--- src/rtl/sbr_pkg.sv ---
package sbr_pkg;
  typedef enum logic [2:0] {
    ST_STANDBY,
    ST_WAKE,
    ST_RAMP_UP,
    ST_SETTLE,
    ST_SYNTH,
    ST_HOLD,
    ST_RAMP_DN
  } pwr_state_e;
endpackage

--- src/rtl/sbr_wake_decode.sv ---
module sbr_wake_decode (
  input  logic cs_ni,
  input  logic start_ni,
  input  logic wr_ni,
  input  logic slave_i,
  output logic req_o
);
  logic strobe_n;
  assign strobe_n = slave_i ? wr_ni : start_ni;
  assign req_o    = !cs_ni && !strobe_n;
endmodule

--- src/rtl/sbr_interval_timer.sv ---
module sbr_interval_timer #(
  parameter int CNT_W = 8
) (
  input  logic             clk_i,
  input  logic             rst_ni,
  input  logic             clear_i,
  input  logic             en_i,
  input  logic [CNT_W-1:0] limit_i,
  output logic             done_o
);
  logic [CNT_W-1:0] cnt_q;

  assign done_o = en_i && (cnt_q == limit_i - CNT_W'(1));

  always_ff @(posedge clk_i or negedge rst_ni) begin
    if (!rst_ni)      cnt_q <= '0;
    else if (clear_i) cnt_q <= '0;
    else if (done_o)  cnt_q <= '0;
    else if (en_i)    cnt_q <= cnt_q + CNT_W'(1);
  end

  assert_cnt_below_limit_R11: assert property (@(posedge clk_i) disable iff (!rst_ni)
    cnt_q < limit_i);
  assert_frozen_without_tick_R11: assert property (@(posedge clk_i) disable iff (!rst_ni)
    (!en_i && !clear_i) |=> $stable(cnt_q));
endmodule

--- src/rtl/sbr_dac_ramp.sv ---
module sbr_dac_ramp #(
  parameter int DAC_W = 9
) (
  input  logic             clk_i,
  input  logic             rst_ni,
  input  logic             step_up_i,
  input  logic             step_dn_i,
  input  logic             load_mid_i,
  input  logic             load_smp_i,
  input  logic [DAC_W-1:0] smp_i,
  output logic [DAC_W-1:0] code_o
);
  localparam logic [DAC_W-1:0] MID = DAC_W'(1) << (DAC_W - 1);

  logic [DAC_W-1:0] code_q;

  always_ff @(posedge clk_i or negedge rst_ni) begin
    if (!rst_ni)         code_q <= '0;
    else if (load_smp_i) code_q <= smp_i;
    else if (load_mid_i) code_q <= MID;
    else if (step_up_i)  code_q <= code_q + DAC_W'(1);
    else if (step_dn_i)  code_q <= code_q - DAC_W'(1);
  end

  assign code_o = code_q;

  assert_no_wrap_up_R5: assert property (@(posedge clk_i) disable iff (!rst_ni)
    step_up_i |-> code_q < MID);
  assert_no_wrap_dn_R10: assert property (@(posedge clk_i) disable iff (!rst_ni)
    step_dn_i |-> code_q != '0);
endmodule

--- src/rtl/standby_ramp_ctrl.sv ---
module standby_ramp_ctrl
  import sbr_pkg::*;
#(
  parameter int DAC_W        = 9,
  parameter int BUSY_TICKS   = 5,
  parameter int STEP_TICKS   = 117,
  parameter int SETTLE_TICKS = 1408,
  parameter int HOLD_TICKS   = 1920000
) (
  input  logic             clk_i,
  input  logic             rst_ni,
  input  logic             tick_i,
  input  logic             cs_ni,
  input  logic             start_ni,
  input  logic             wr_ni,
  input  logic             slave_mode_i,
  input  logic             synth_done_i,
  input  logic [DAC_W-1:0] sample_i,
  output logic [DAC_W-1:0] dac_o,
  output logic             busy_no,
  output logic             standby_o,
  output logic             synth_start_o
);
  localparam logic [DAC_W-1:0] MID = DAC_W'(1) << (DAC_W - 1);
  localparam int MAX_A = (BUSY_TICKS > STEP_TICKS) ? BUSY_TICKS : STEP_TICKS;
  localparam int MAX_B = (SETTLE_TICKS > HOLD_TICKS) ? SETTLE_TICKS : HOLD_TICKS;
  localparam int MAX_T = (MAX_A > MAX_B) ? MAX_A : MAX_B;
  localparam int CNT_W = $clog2(MAX_T + 1);

  pwr_state_e       state_q, state_d;
  logic             req, tmr_done, start_q, start_d;
  logic             step_up, step_dn, load_mid, load_smp;
  logic [CNT_W-1:0] limit;

  sbr_wake_decode i_wake (
    .cs_ni    (cs_ni),
    .start_ni (start_ni),
    .wr_ni    (wr_ni),
    .slave_i  (slave_mode_i),
    .req_o    (req)
  );

  always_comb begin
    case (state_q)
      ST_WAKE:                limit = CNT_W'(BUSY_TICKS);
      ST_RAMP_UP, ST_RAMP_DN: limit = CNT_W'(STEP_TICKS);
      ST_SETTLE:              limit = CNT_W'(SETTLE_TICKS);
      ST_HOLD:                limit = CNT_W'(HOLD_TICKS);
      default:                limit = CNT_W'(1);
    endcase
  end

  sbr_interval_timer #(.CNT_W(CNT_W)) i_timer (
    .clk_i   (clk_i),
    .rst_ni  (rst_ni),
    .clear_i (state_d != state_q),
    .en_i    (tick_i),
    .limit_i (limit),
    .done_o  (tmr_done)
  );

  always_comb begin
    state_d  = state_q;
    start_d  = 1'b0;
    step_up  = 1'b0;
    step_dn  = 1'b0;
    load_mid = 1'b0;
    load_smp = 1'b0;
    case (state_q)
      ST_STANDBY: if (req) state_d = ST_WAKE;
      ST_WAKE:    if (tmr_done) state_d = ST_RAMP_UP;
      ST_RAMP_UP: if (tmr_done) begin
        step_up = 1'b1;
        if (dac_o == MID - DAC_W'(1)) state_d = ST_SETTLE;
      end
      ST_SETTLE: if (tmr_done) begin
        start_d = 1'b1;
        state_d = ST_SYNTH;
      end
      ST_SYNTH: begin
        if (synth_done_i) begin
          load_mid = 1'b1;
          state_d  = ST_HOLD;
        end else begin
          load_smp = 1'b1;
        end
      end
      ST_HOLD: begin
        if (req) begin
          start_d = 1'b1;
          state_d = ST_SYNTH;
        end else if (tmr_done) begin
          state_d = ST_RAMP_DN;
        end
      end
      ST_RAMP_DN: if (tmr_done) begin
        step_dn = 1'b1;
        if (dac_o == DAC_W'(1)) state_d = ST_STANDBY;
      end
      default: state_d = ST_STANDBY;
    endcase
  end

  always_ff @(posedge clk_i or negedge rst_ni) begin
    if (!rst_ni) begin
      state_q <= ST_STANDBY;
      start_q <= 1'b0;
    end else begin
      state_q <= state_d;
      start_q <= start_d;
    end
  end

  sbr_dac_ramp #(.DAC_W(DAC_W)) i_ramp (
    .clk_i      (clk_i),
    .rst_ni     (rst_ni),
    .step_up_i  (step_up),
    .step_dn_i  (step_dn),
    .load_mid_i (load_mid),
    .load_smp_i (load_smp),
    .smp_i      (sample_i),
    .code_o     (dac_o)
  );

  assign standby_o     = (state_q == ST_STANDBY);
  assign busy_no       = !(state_q inside {ST_RAMP_UP, ST_SETTLE, ST_SYNTH});
  assign synth_start_o = start_q;

  assert_standby_zero_R2: assert property (@(posedge clk_i) disable iff (!rst_ni)
    standby_o |-> dac_o == '0);
  assert_wake_needs_cs_R3: assert property (@(posedge clk_i) disable iff (!rst_ni)
    $fell(standby_o) |-> $past(!cs_ni));
  assert_ramp_step_R5: assert property (@(posedge clk_i) disable iff (!rst_ni)
    (state_q == ST_RAMP_UP && $past(state_q == ST_RAMP_UP))
      |-> (dac_o - $past(dac_o)) <= DAC_W'(1));
  assert_start_single_R6: assert property (@(posedge clk_i) disable iff (!rst_ni)
    synth_start_o |=> !synth_start_o);
  assert_start_busy_R7: assert property (@(posedge clk_i) disable iff (!rst_ni)
    synth_start_o |-> !busy_no);
  assert_hold_mid_R8: assert property (@(posedge clk_i) disable iff (!rst_ni)
    (state_q == ST_HOLD) |-> dac_o == MID);
endmodule

--- config.mk ---
export PLATFORM = sky130hd
export DESIGN_NAME = standby_ramp_ctrl
export DESIGN_NICKNAME = d
export VERILOG_FILES = /design/src/rtl/sbr_pkg.sv /design/src/rtl/sbr_wake_decode.sv /design/src/rtl/sbr_interval_timer.sv /design/src/rtl/sbr_dac_ramp.sv /design/src/rtl/standby_ramp_ctrl.sv
export SDC_FILE = /design/constraint.sdc
export NUM_CORES = 1
export LEC_CHECK = 0
export BUFFER_PORTS_ARGS = -buffer_cell sky130_fd_sc_hd__clkbuf_2
export CAP_MARGIN = 40
export CORE_ASPECT_RATIO = 0.5
export CORE_MARGIN = 2
export CORE_UTILIZATION = 40
export CTS_CLUSTER_DIAMETER = 60
export DETAILED_ROUTE_END_ITERATION = 6
export GPL_TIMING_DRIVEN = 1
export SKIP_CTS_REPAIR_TIMING = 1
export SLEW_MARGIN = 40
export SYNTH_ARGS = -nofsm -noshare
export SYNTH_HDL_FRONTEND = slang
export SYNTH_SLANG_ARGS = --single-unit
--- constraint.sdc ---
create_clock -name clk_i -period 2.5 [get_ports clk_i]
set_input_delay 0.5 -clock clk_i [delete_from_list [all_inputs] [get_ports clk_i]]
set_output_delay 0.5 -clock clk_i [all_outputs]
set_load 0.01 [all_outputs]
After elaboration in Yosys (flattened, before gate mapping)
Index checks and enable logic that the tools add are counted.

cells by class
  multiplexer cells = 29
  add/subtract/negate cells = 4
  equal/unequal tests = 10
  reduce and logical (&&, ||, !) cells = 10

operators by type and width
  operator                                                               number
  21-bit one-hot mux with 4 select lines                                 1
  21-bit two-way mux                                                     3
  9-bit two-way mux                                                      4
  3-bit two-way mux                                                      10
  21-bit by 1-bit adder with 21-bit output (second input constant)       1
  21-bit == test                                                         1
  3-bit one-hot mux with 7 select lines                                  1
  21-bit by 1-bit subtractor with 21-bit output (second input constant)  1
  9-bit by 1-bit adder with 9-bit output (second input constant)         1
  3-bit == test (second input constant)                                  3
  9-bit by 1-bit == test with 1-bit output (second input constant)       1
  9-bit by 8-bit == test with 1-bit output (second input constant)       1
  1-bit two-way mux                                                      9
  9-bit by 1-bit subtractor with 9-bit output (second input constant)    1
  3-bit by 2-bit == test with 1-bit output (second input constant)       2
  3-bit nonzero test                                                     2
  4-bit nonzero test                                                     1
  3-bit by 1-bit == test with 1-bit output (second input constant)       1
  1-bit logical NOT                                                      3
  3-bit logical NOT                                                      1
  3-bit != test                                                          1
  1-bit logical AND                                                      2
  1-bit one-hot mux with 2 select lines                                  1
  2-bit OR reduction                                                     1

word-level totals
  output and inout port bits = 12
  word-level logic and storage cells = 57
  input bits = 17
  register bits after elaboration = 34

Longest topological paths before layout
Gate-level depths: netlist (run 1).

  depth in word-level cells = 12
  depth in mapped cells = 12
  mapped depth without buffers = 10

Hierarchy
Synthesis (run 1) repeated with hierarchy kept, for this count alone.

second synthesis, totals
  cells, all modules = 366
  area total of the unflattened synthesis = 3065.4 um^2

modules (own cells, without submodules)
  module              sequential area each (um^2)  area an instance (um^2)  instances  cells each
  sbr_interval_timer  525.5                        1903.1                   1          225
  sbr_dac_ramp        225.2                        753.2                    1          87
  standby_ramp_ctrl   100.1                        390.4                    1          52
  sbr_wake_decode     0.0                          18.8                     1          2

Least setup slack after synthesis (run 1)
Ideal clock, no wire load.

  path kind = reg2reg
  start = reg state_q[1]
  end = reg i_timer.cnt_q[17]
  clock period less this slack = 2.688 ns
  cell stages (with the launch flop) = 13
  data required time = 2.381 ns
  slack = -0.188 ns
  setup time = 0.119 ns
  arrival = 2.570 ns
  buffers on the path = 2
  cell sequence = dfrtp_1 > and2b_4 > o21ai_4 > inv_1 > ha_1 > xor2_1 > o311a_1 > nand4_1 > a211oi_2 > nand2b_1 > buf_2 > buf_4 > nor2_1

between the ends
  word-level cells in the longest chain between the ends = 11
  elaborated cells on any way between the ends = 27
  those cells by class = add/sub: 1; eq/ne: 8; mux: 14; reduce/logical: 4

ends and longest elaborated chain
  what                                                                              RTL line                                          text
  from (decl)                                                                       standby_ramp_ctrl.sv:30                           pwr_state_e state_q, state_d;
  from (signal assigned)                                                            standby_ramp_ctrl.sv:109                          state_q <= state_d;
  3-bit by 2-bit == test with 1-bit output / 3-bit == test (equally long branches)  standby_ramp_ctrl.sv:44, standby_ramp_ctrl.sv:69
  2-bit OR reduction                                                                standby_ramp_ctrl.sv:44                           case (state_q)
  21-bit one-hot mux with 4 select lines                                            standby_ramp_ctrl.sv:44
  21-bit by 1-bit subtractor with 21-bit output                                     sbr_interval_timer.sv:13                          assign done_o = en_i && (cnt_q == limit_i - CNT_W'(1));
  21-bit == test                                                                    sbr_interval_timer.sv:13
  1-bit logical AND                                                                 sbr_interval_timer.sv:13
  3-bit two-way mux                                                                 standby_ramp_ctrl.sv:92                           end else if (tmr_done) begin
  3-bit two-way mux                                                                 standby_ramp_ctrl.sv:89                           if (req) begin
  3-bit one-hot mux with 7 select lines                                             standby_ramp_ctrl.sv:69                           case (state_q)
  3-bit != test                                                                     standby_ramp_ctrl.sv:56                           .clear_i (state_d != state_q),
  3-bit nonzero test (no line) / 21-bit two-way mux (equally long branches)         n/a
  to (signal assigned)                                                              sbr_interval_timer.sv:19                          else if (en_i) cnt_q <= cnt_q + CNT_W'(1);
  to (decl)                                                                         sbr_interval_timer.sv:11                          logic [CNT_W-1:0] cnt_q;

Several ways; a longest one is shown, not always the timed one.
A chain may end at the register's enable or synchronous reset.

Worst setup path in the final report (run 1)
  start = reg state_q[2]
  end = reg i_ramp.code_q[2] (netlist: i_ramp.code_o[2])

between the ends
  word-level cells in the longest chain between the ends = 11
  elaborated cells on any way between the ends = 20
  those cells by class = add/sub: 1; eq/ne: 7; mux: 9; reduce/logical: 3

ends and longest elaborated chain
  what                                                                              RTL line                                          text
  3-bit by 2-bit == test with 1-bit output / 3-bit == test (equally long branches)  standby_ramp_ctrl.sv:44, standby_ramp_ctrl.sv:69
  2-bit OR reduction                                                                standby_ramp_ctrl.sv:44
  21-bit one-hot mux with 4 select lines                                            standby_ramp_ctrl.sv:44
  21-bit by 1-bit subtractor with 21-bit output                                     sbr_interval_timer.sv:13
  21-bit == test                                                                    sbr_interval_timer.sv:13
  1-bit logical AND                                                                 sbr_interval_timer.sv:13
  1-bit two-way mux                                                                 standby_ramp_ctrl.sv:72, standby_ramp_ctrl.sv:96
  1-bit two-way mux                                                                 standby_ramp_ctrl.sv:69
  9-bit two-way mux                                                                 sbr_dac_ramp.sv:21                                else if (step_up_i) code_q <= code_q + DAC_W'(1);
  9-bit two-way mux                                                                 sbr_dac_ramp.sv:20                                else if (load_mid_i) code_q <= MID;
  9-bit two-way mux                                                                 sbr_dac_ramp.sv:19                                else if (load_smp_i) code_q <= smp_i;
  to (signal assigned)                                                              sbr_dac_ramp.sv:19
  to (signal assigned)                                                              sbr_dac_ramp.sv:21
  to (signal assigned)                                                              sbr_dac_ramp.sv:22                                else if (step_dn_i) code_q <= code_q - DAC_W'(1);
  to (decl)                                                                         sbr_dac_ramp.sv:15                                logic [DAC_W-1:0] code_q;

Several ways; a longest one is shown, not always the timed one.

==> results of run 1 <==
cell usage in the layout, fill, tap and decap left out, drive strengths merged, types with 2 or more instances in the layout:
master   count
xnor2       12
xor2        12
dfrtp       34
a21o         2
and2b        2
clkbuf      35
a31oi        8
a31o         2
nor2b        6
nor4b        2
nand3       10
a21oi       11
or3b         2
nor2        38
nand4        6
a2bb2oi      2
o311ai       2
buf         32
ha           6
nand2b       4
nand2       16
inv         10
and3         7
and2         2
a211oi       2
o21ai        9
nor3         9
or4          3
o211ai       2
nor4         2
or3          5
and4         2
and3b        2
mux2i        6
per-stage QoR:
stage                     instances  instance area, um2
final                           402                3100
after global placement          390                2810
after floorplan                 267                2460
after global routing            402                3100
after CTS                       398                2980
after detailed placement        390                2820
sequential cells by signal (all words and copies together) (netlist names):
| name | cells |
|---|---|
| synth_start_o | 1 |
| i_timer.cnt_q | 21 |
| state_q | 3 |
| i_ramp.code_o | 9 |
worst paths after layout:
kind                                    from                 to  slack, ps
max in group asynchronous             rst_ni   i_ramp.code_o[2]       1950
min reg2reg                i_timer.cnt_q[19]  i_timer.cnt_q[19]        610
max reg2reg                       state_q[2]   i_ramp.code_o[2]        -30
min                                   rst_ni   i_ramp.code_o[1]        200
max                               state_q[2]   i_ramp.code_o[2]        -30
min in group clk_i               sample_i[0]   i_ramp.code_o[0]        460
synthesized netlist by cell type, drive strengths merged (2+ instances only):
cell type   n  area share, %
nor3        9            1.8
and3b       2           0.72
a211oi      2           0.82
and4        2           0.72
and2        2           0.56
o311ai      2           0.72
or3b        2           0.72
or4         3            1.1
and3        7            1.8
nor4b       2           0.72
ha          6            3.1
inv        10            1.5
and2b       2           0.77
a31o        2           0.72
mux2i       6            3.0
nand2      16            2.6
nor2       38            5.8
o211ai      2            1.4
a2bb2oi     2           0.72
nor4        2            1.1
xor2       12            4.3
nand2b      4            1.0
a31oi       8            2.7
xnor2      12            4.3
nand3      10            2.0
dfrtp      34             35
o21ai       9            2.3
nor2b       6            1.5
a21o        2           0.67
or3         5            1.3
nand4       6            1.5
buf        10            3.5
a21oi      11            2.3
area by class of cell:
type,count,area [um2],area share (%)
Timing Repair Buffer,60,387,12.5
Tap cell,77,96.3,3.11
Inverter,10,37.5,1.21
Clock buffer,7,133,4.28
Clock inverter,1,30.0,0.970
Sequential cell,34,851,27.5
Multi-Input combinational cell,213,1560,50.4
worst max-delay path, stage by stage, from the launching register on:
cell and delay [ps]:
dfrtp_1 380, and2b_4 220, o21ai_4 150, inv_2 70, ha_4 250, xor2_1 140, o311a_1 210, nand2_2 60
a2111o_1 460, or3_1 370, a31oi_1 130
power breakdown:
| group | total, mW | internal (mW) | switching, mW | leakage [nW] |
|---|---|---|---|---|
| clock | 0.692 | 0.471 | 0.222 | 0.0781 |
| combinational | 1.55 | 0.757 | 0.798 | 0.869 |
| sequential | 0.823 | 0.663 | 0.160 | 0.434 |
| total | 3.07 | 1.89 | 1.18 | 1.38 |
cells by family (layout without fill, tap and decap cells):
group                    Yosys count  after routing  synth area share (%)
AO/OA/AOI/OAI                     57             57                  19.1
XOR/XNOR                          24             24                  8.59
adder cells (fa/ha/maj)            6              6                  3.07
buffers and inverters             20             78                  5.06
flip-flops                        34             34                  34.8
multiplexers                       6              6                  2.97
AND/OR/NAND/NOR                  120            120                  26.4
per-layer routing:
layer | wire, um | GRT usage, % | up-vias | share of wire, %
met1 | 2830 | 25.4 | 1091 | 47
met3 | 179 | 3.99 | 6 | 3.0
li1 | - | - | 1083 | -
met4 | 68 | 5.92 | 0 | 1.1
met2 | 2950 | 30.0 | 40 | 49
met5 | 0 | 0 | - | 0
==> flow_summary.ini, run 1 <==
[placed_design]
dpl.hpwl_mm = 4.45
pre_cts_slack_ps = -16.4
io_buffers = 28
gp_congestion = 0.853

[cells_and_area]
drive_gt1_share_pct = 28.9
nets = 347
fillers = 558
synthToLayoutAreaGrowth_pct = 26.5
utilization_pct = 51.8
antenna_cells = 0

[timing]
clock_skew_ps = 3.10
setup_viol = 3
final.min_clock_period_ps = 2530
fin_hold_ws_ps = 200
tns_ps = -63.7
maxSlewViolCount = 0
rsz0062_at_grt = true
fin_ws_ps = -32.4
timing_hold_violations_final = 0
worst_pin_slew_ps = 497
slew_headroom_pct = 66.4
fin_crit_sh_pct = 101
fmaxAchievable_mhz = 395

[flow_run]
drv_cap = 0

[setup_path]
cp_data_arrival_time_ps = 2730
crit_type = flip-flop to flip-flop
critPathMaxFanout = 8
start_kind = flip-flop
r2r_cells = 10
end_kind = flip-flop
critPathRequiredTime_ps = 2700

[cts]
clk_pin_slew_ps = 50
root_buffer = clkbuf_16
cts_buffers = 5
cts.sinks = 34
htreeDepth = 2
clockBufferDepth = 2
cts_tree = yes
insertion_delay_ps = 270

[grt]
grt_use_total_pct = 18.6
gr-total-overflow = 0
grt_max_degree = 35
first_global_vias = 2055
antenna_found_initial = 0
grt_pass1_wl_mm = 9.83

[synth]
synthCells = 267
syn_area_um2 = 2450
syn_nets = 290
ys_seq_elements = 34
synth.distinct_cells = 68
synthFlopType = dfrtp_1
synth_seq_area_share_pct = 34.8
yosys_warnings = 0
synthArstFlopShare_pct = 100
syn_avg_cell_area_um2 = 9.16
synth_edf_count = 0

[routing]
drt_wl_total_mm = 6.02
drt_pass1_iterations = 4
drc = 0
vias = 2220
first_iter_violations = 57
via_per_inst = 5.52
postRouteAntennaNets = 0
wire_per_inst_um = 15.0

[floorplanning]
coreArea_um2 = 5980
dieArea_um2 = 6790
pin_count = 29
num_rows = 20
die_h_um = 59.3
initial_utilization_pct = 40.9
die_x_um = 115

[hold_path]
min_path_type = input pin to async pin

[pwr]
p_leak_nw = 1.38
powerDensity_nw_per_um2 = 992
peakVddDrop_uv = 346
p_total_mw = 3.07

[status]
failed_checks = negative setup slack
status = finished, violations left
Power figures use the tool's default switching activity.
==> run 2: changes to the inputs <==
--- a/config.mk
+++ b/config.mk
@@ -11,3 +11,3 @@
 export CORE_MARGIN = 2
-export CORE_UTILIZATION = 40
+export CORE_UTILIZATION = 53
 export CTS_CLUSTER_DIAMETER = 60
@@ -15,2 +15,3 @@
 export GPL_TIMING_DRIVEN = 1
+export PLACE_DENSITY = 0.76
 export SKIP_CTS_REPAIR_TIMING = 1
==> constraint.sdc (replaced) <==
create_clock -name clk_i -period 2.5 [get_ports clk_i]
set_input_delay 0 -clock clk_i [delete_from_list [all_inputs] [get_ports clk_i]]
set_output_delay 0 -clock clk_i [all_outputs]
set_load 0.01 [all_outputs]
==> run 2 against run 1 <==
Compared with the run above:
- the run ends with negative hold slack, negative setup slack left
- hold slack worse by 220 ps
- critical path type unchanged
- highest routed layer unchanged
- critical endpoint unchanged
- sequential cell count stayed put
- clock skew up 5.2 ps
- clock power shrank 37%
- largest cell class unchanged
==> flow_summary.ini, run 2 (synthesis results as in run 1) <==
[routing]
via_per_inst = 5.93
vias = 2265
drt_pass1_iterations = 4
drc = 0
drt_wl_total_mm = 6.31
wire_per_inst_um = 16.5
first_iter_violations = 106
postRouteAntennaNets = 0

[floorplanning]
pin_count = 29
num_rows = 17
die_x_um = 100
die_h_um = 52.0
coreArea_um2 = 4420
initial_utilization_pct = 55.3
dieArea_um2 = 5210

[placed_design]
io_buffers = 28
dpl.hpwl_mm = 4.49
dp_cells = 368
gp_congestion = 0.928

[timing]
rsz0062_at_grt = true
setup_viol = 29
slew_headroom_pct = 62.9
fin_hold_ws_ps = -16.8
fin_ws_ps = -126
fin_crit_sh_pct = 105
maxSlewViolCount = 0
worst_pin_slew_ps = 548
fmaxAchievable_mhz = 381
final.min_clock_period_ps = 2630
clock_skew_ps = 8.34
timing_hold_violations_final = 1

[setup_path]
start_kind = flip-flop
critical_path.startpoint = state_q[1]
slowest_delay_ps = 430
cp_slowest_cell = dfrtp_1
crit_path_cell_trace = and2b_4 -> o21ai_4 -> inv_2 -> ha_4 -> xor2_2 -> o311a_1 -> nand2_2 -> a2111o_1 -> or3_1 -> a31oi_1
crit_type = flip-flop to flip-flop
r2r-start = state_q[1]
critPathRequiredTime_ps = 2710
critPathMaxFanout = 7
end_kind = flip-flop
critical_path.top_delay_family = compound AO/OA/AOI/OAI gates
cp_data_arrival_time_ps = 2840
cp_num_buf_inv = 1

[grt]
grt_use_total_pct = 25.3
grt_pass1_wl_mm = 10.2
grt_max_degree = 35
first_global_vias = 2217
antenna_found_initial = 0
gr-total-overflow = 0

[cells_and_area]
antenna_cells = 0
drive_gt1_share_pct = 33.2
layout_common_cells = 34 x dfrtp_1, 27 x clkbuf_2, 25 x buf_4
nets = 347
largest_reg_flops = 21
max_flop_register = i_timer.cnt_q
layout_commonest_cell = dfrtp_1
instances_no_fill = 382
synthToLayoutAreaGrowth_pct = 26.0

[status]
failed_checks = negative hold slack, negative setup slack
status = finished, violations left

[flow_run]
drv_cap = 0

[pwr]
p_leak_nw = 1.33
p_total_mw = 2.88
powerDensity_nw_per_um2 = 935
peakVddDrop_uv = 415

[cts]
clk_pin_slew_ps = 70
clockBufferDepth = 2
cts_buffers = 5
cts_tree = yes
insertion_delay_ps = 290
cts.sinks = 34
root_buffer = clkbuf_8
htreeDepth = 2

[hold_path]
min_from = sample_i[8]
min_path_type = input pin to flip-flop
-- run 2: stage by stage --
| stage | worst slack [ps] | util (%) | hold WS (ps) | setup TNS, ps | cell area (um2) |
|---|---|---|---|---|---|
| finish | -126 | 69.7 | -16.8 | -1190 | 3080 |
| CTS | -125 | 64.9 | -298 | -335 | 2870 |
| global route | -228 | 69.7 | 23.4 | -3880 | 3080 |
| global placement | 93.9 | 62.7 | 145 | 0 | 2770 |
| floorplan | 17.5 | - | -296 | 0 | 2460 |
| detailed placement | -111 | 62.8 | 18.7 | -268 | 2780 |
-- run 2: final timing paths --
path	end	slack, ps	cells after the start
max	i_ramp.code_o[2]	-130	10
min	i_ramp.code_o[8]	-20	3
max reg2reg	i_ramp.code_o[2]	-130	10
min reg2reg	i_timer.cnt_q[20]	590	2
max in group asynchronous	i_ramp.code_o[5]	1920	2
min in group asynchronous	i_timer.cnt_q[19]	240	2
-- run 2: area by class of cell --
cell class                      count  area (um2)
Multi-Input combinational cell    213        1610
Clock buffer                        6        82.6
Clock inverter                      2        12.5
Timing Repair Buffer               60         414
Tap cell                           57        71.3
Sequential cell                    34         851
Inverter                           10        37.5
Fill cell                         344        1340
-- run 2: power breakdown --
group          switching, mW  internal (mW)  total [mW]  leakage (nW)
Clock                  0.214          0.221       0.436        0.0472
Sequential             0.156          0.662       0.818         0.434
Combinational          0.878          0.751        1.63         0.851
-- run 2: layer usage --
metal / wire length [um] / track usage, % / up-vias
met1: 2840 / 31.1 / 1113
met2: 3130 / 45.5 / 57
met4: 101 / 6.85 / 0
met5: 0 / 0 / -
met3: 230 / 5.78 / 12
li1: - / - / 1083
-- run 2: tightest hold or removal path, cell delays in order --
cell and delay, ps:
clkbuf_2 70, o21ai_0 80, o311ai_2 90
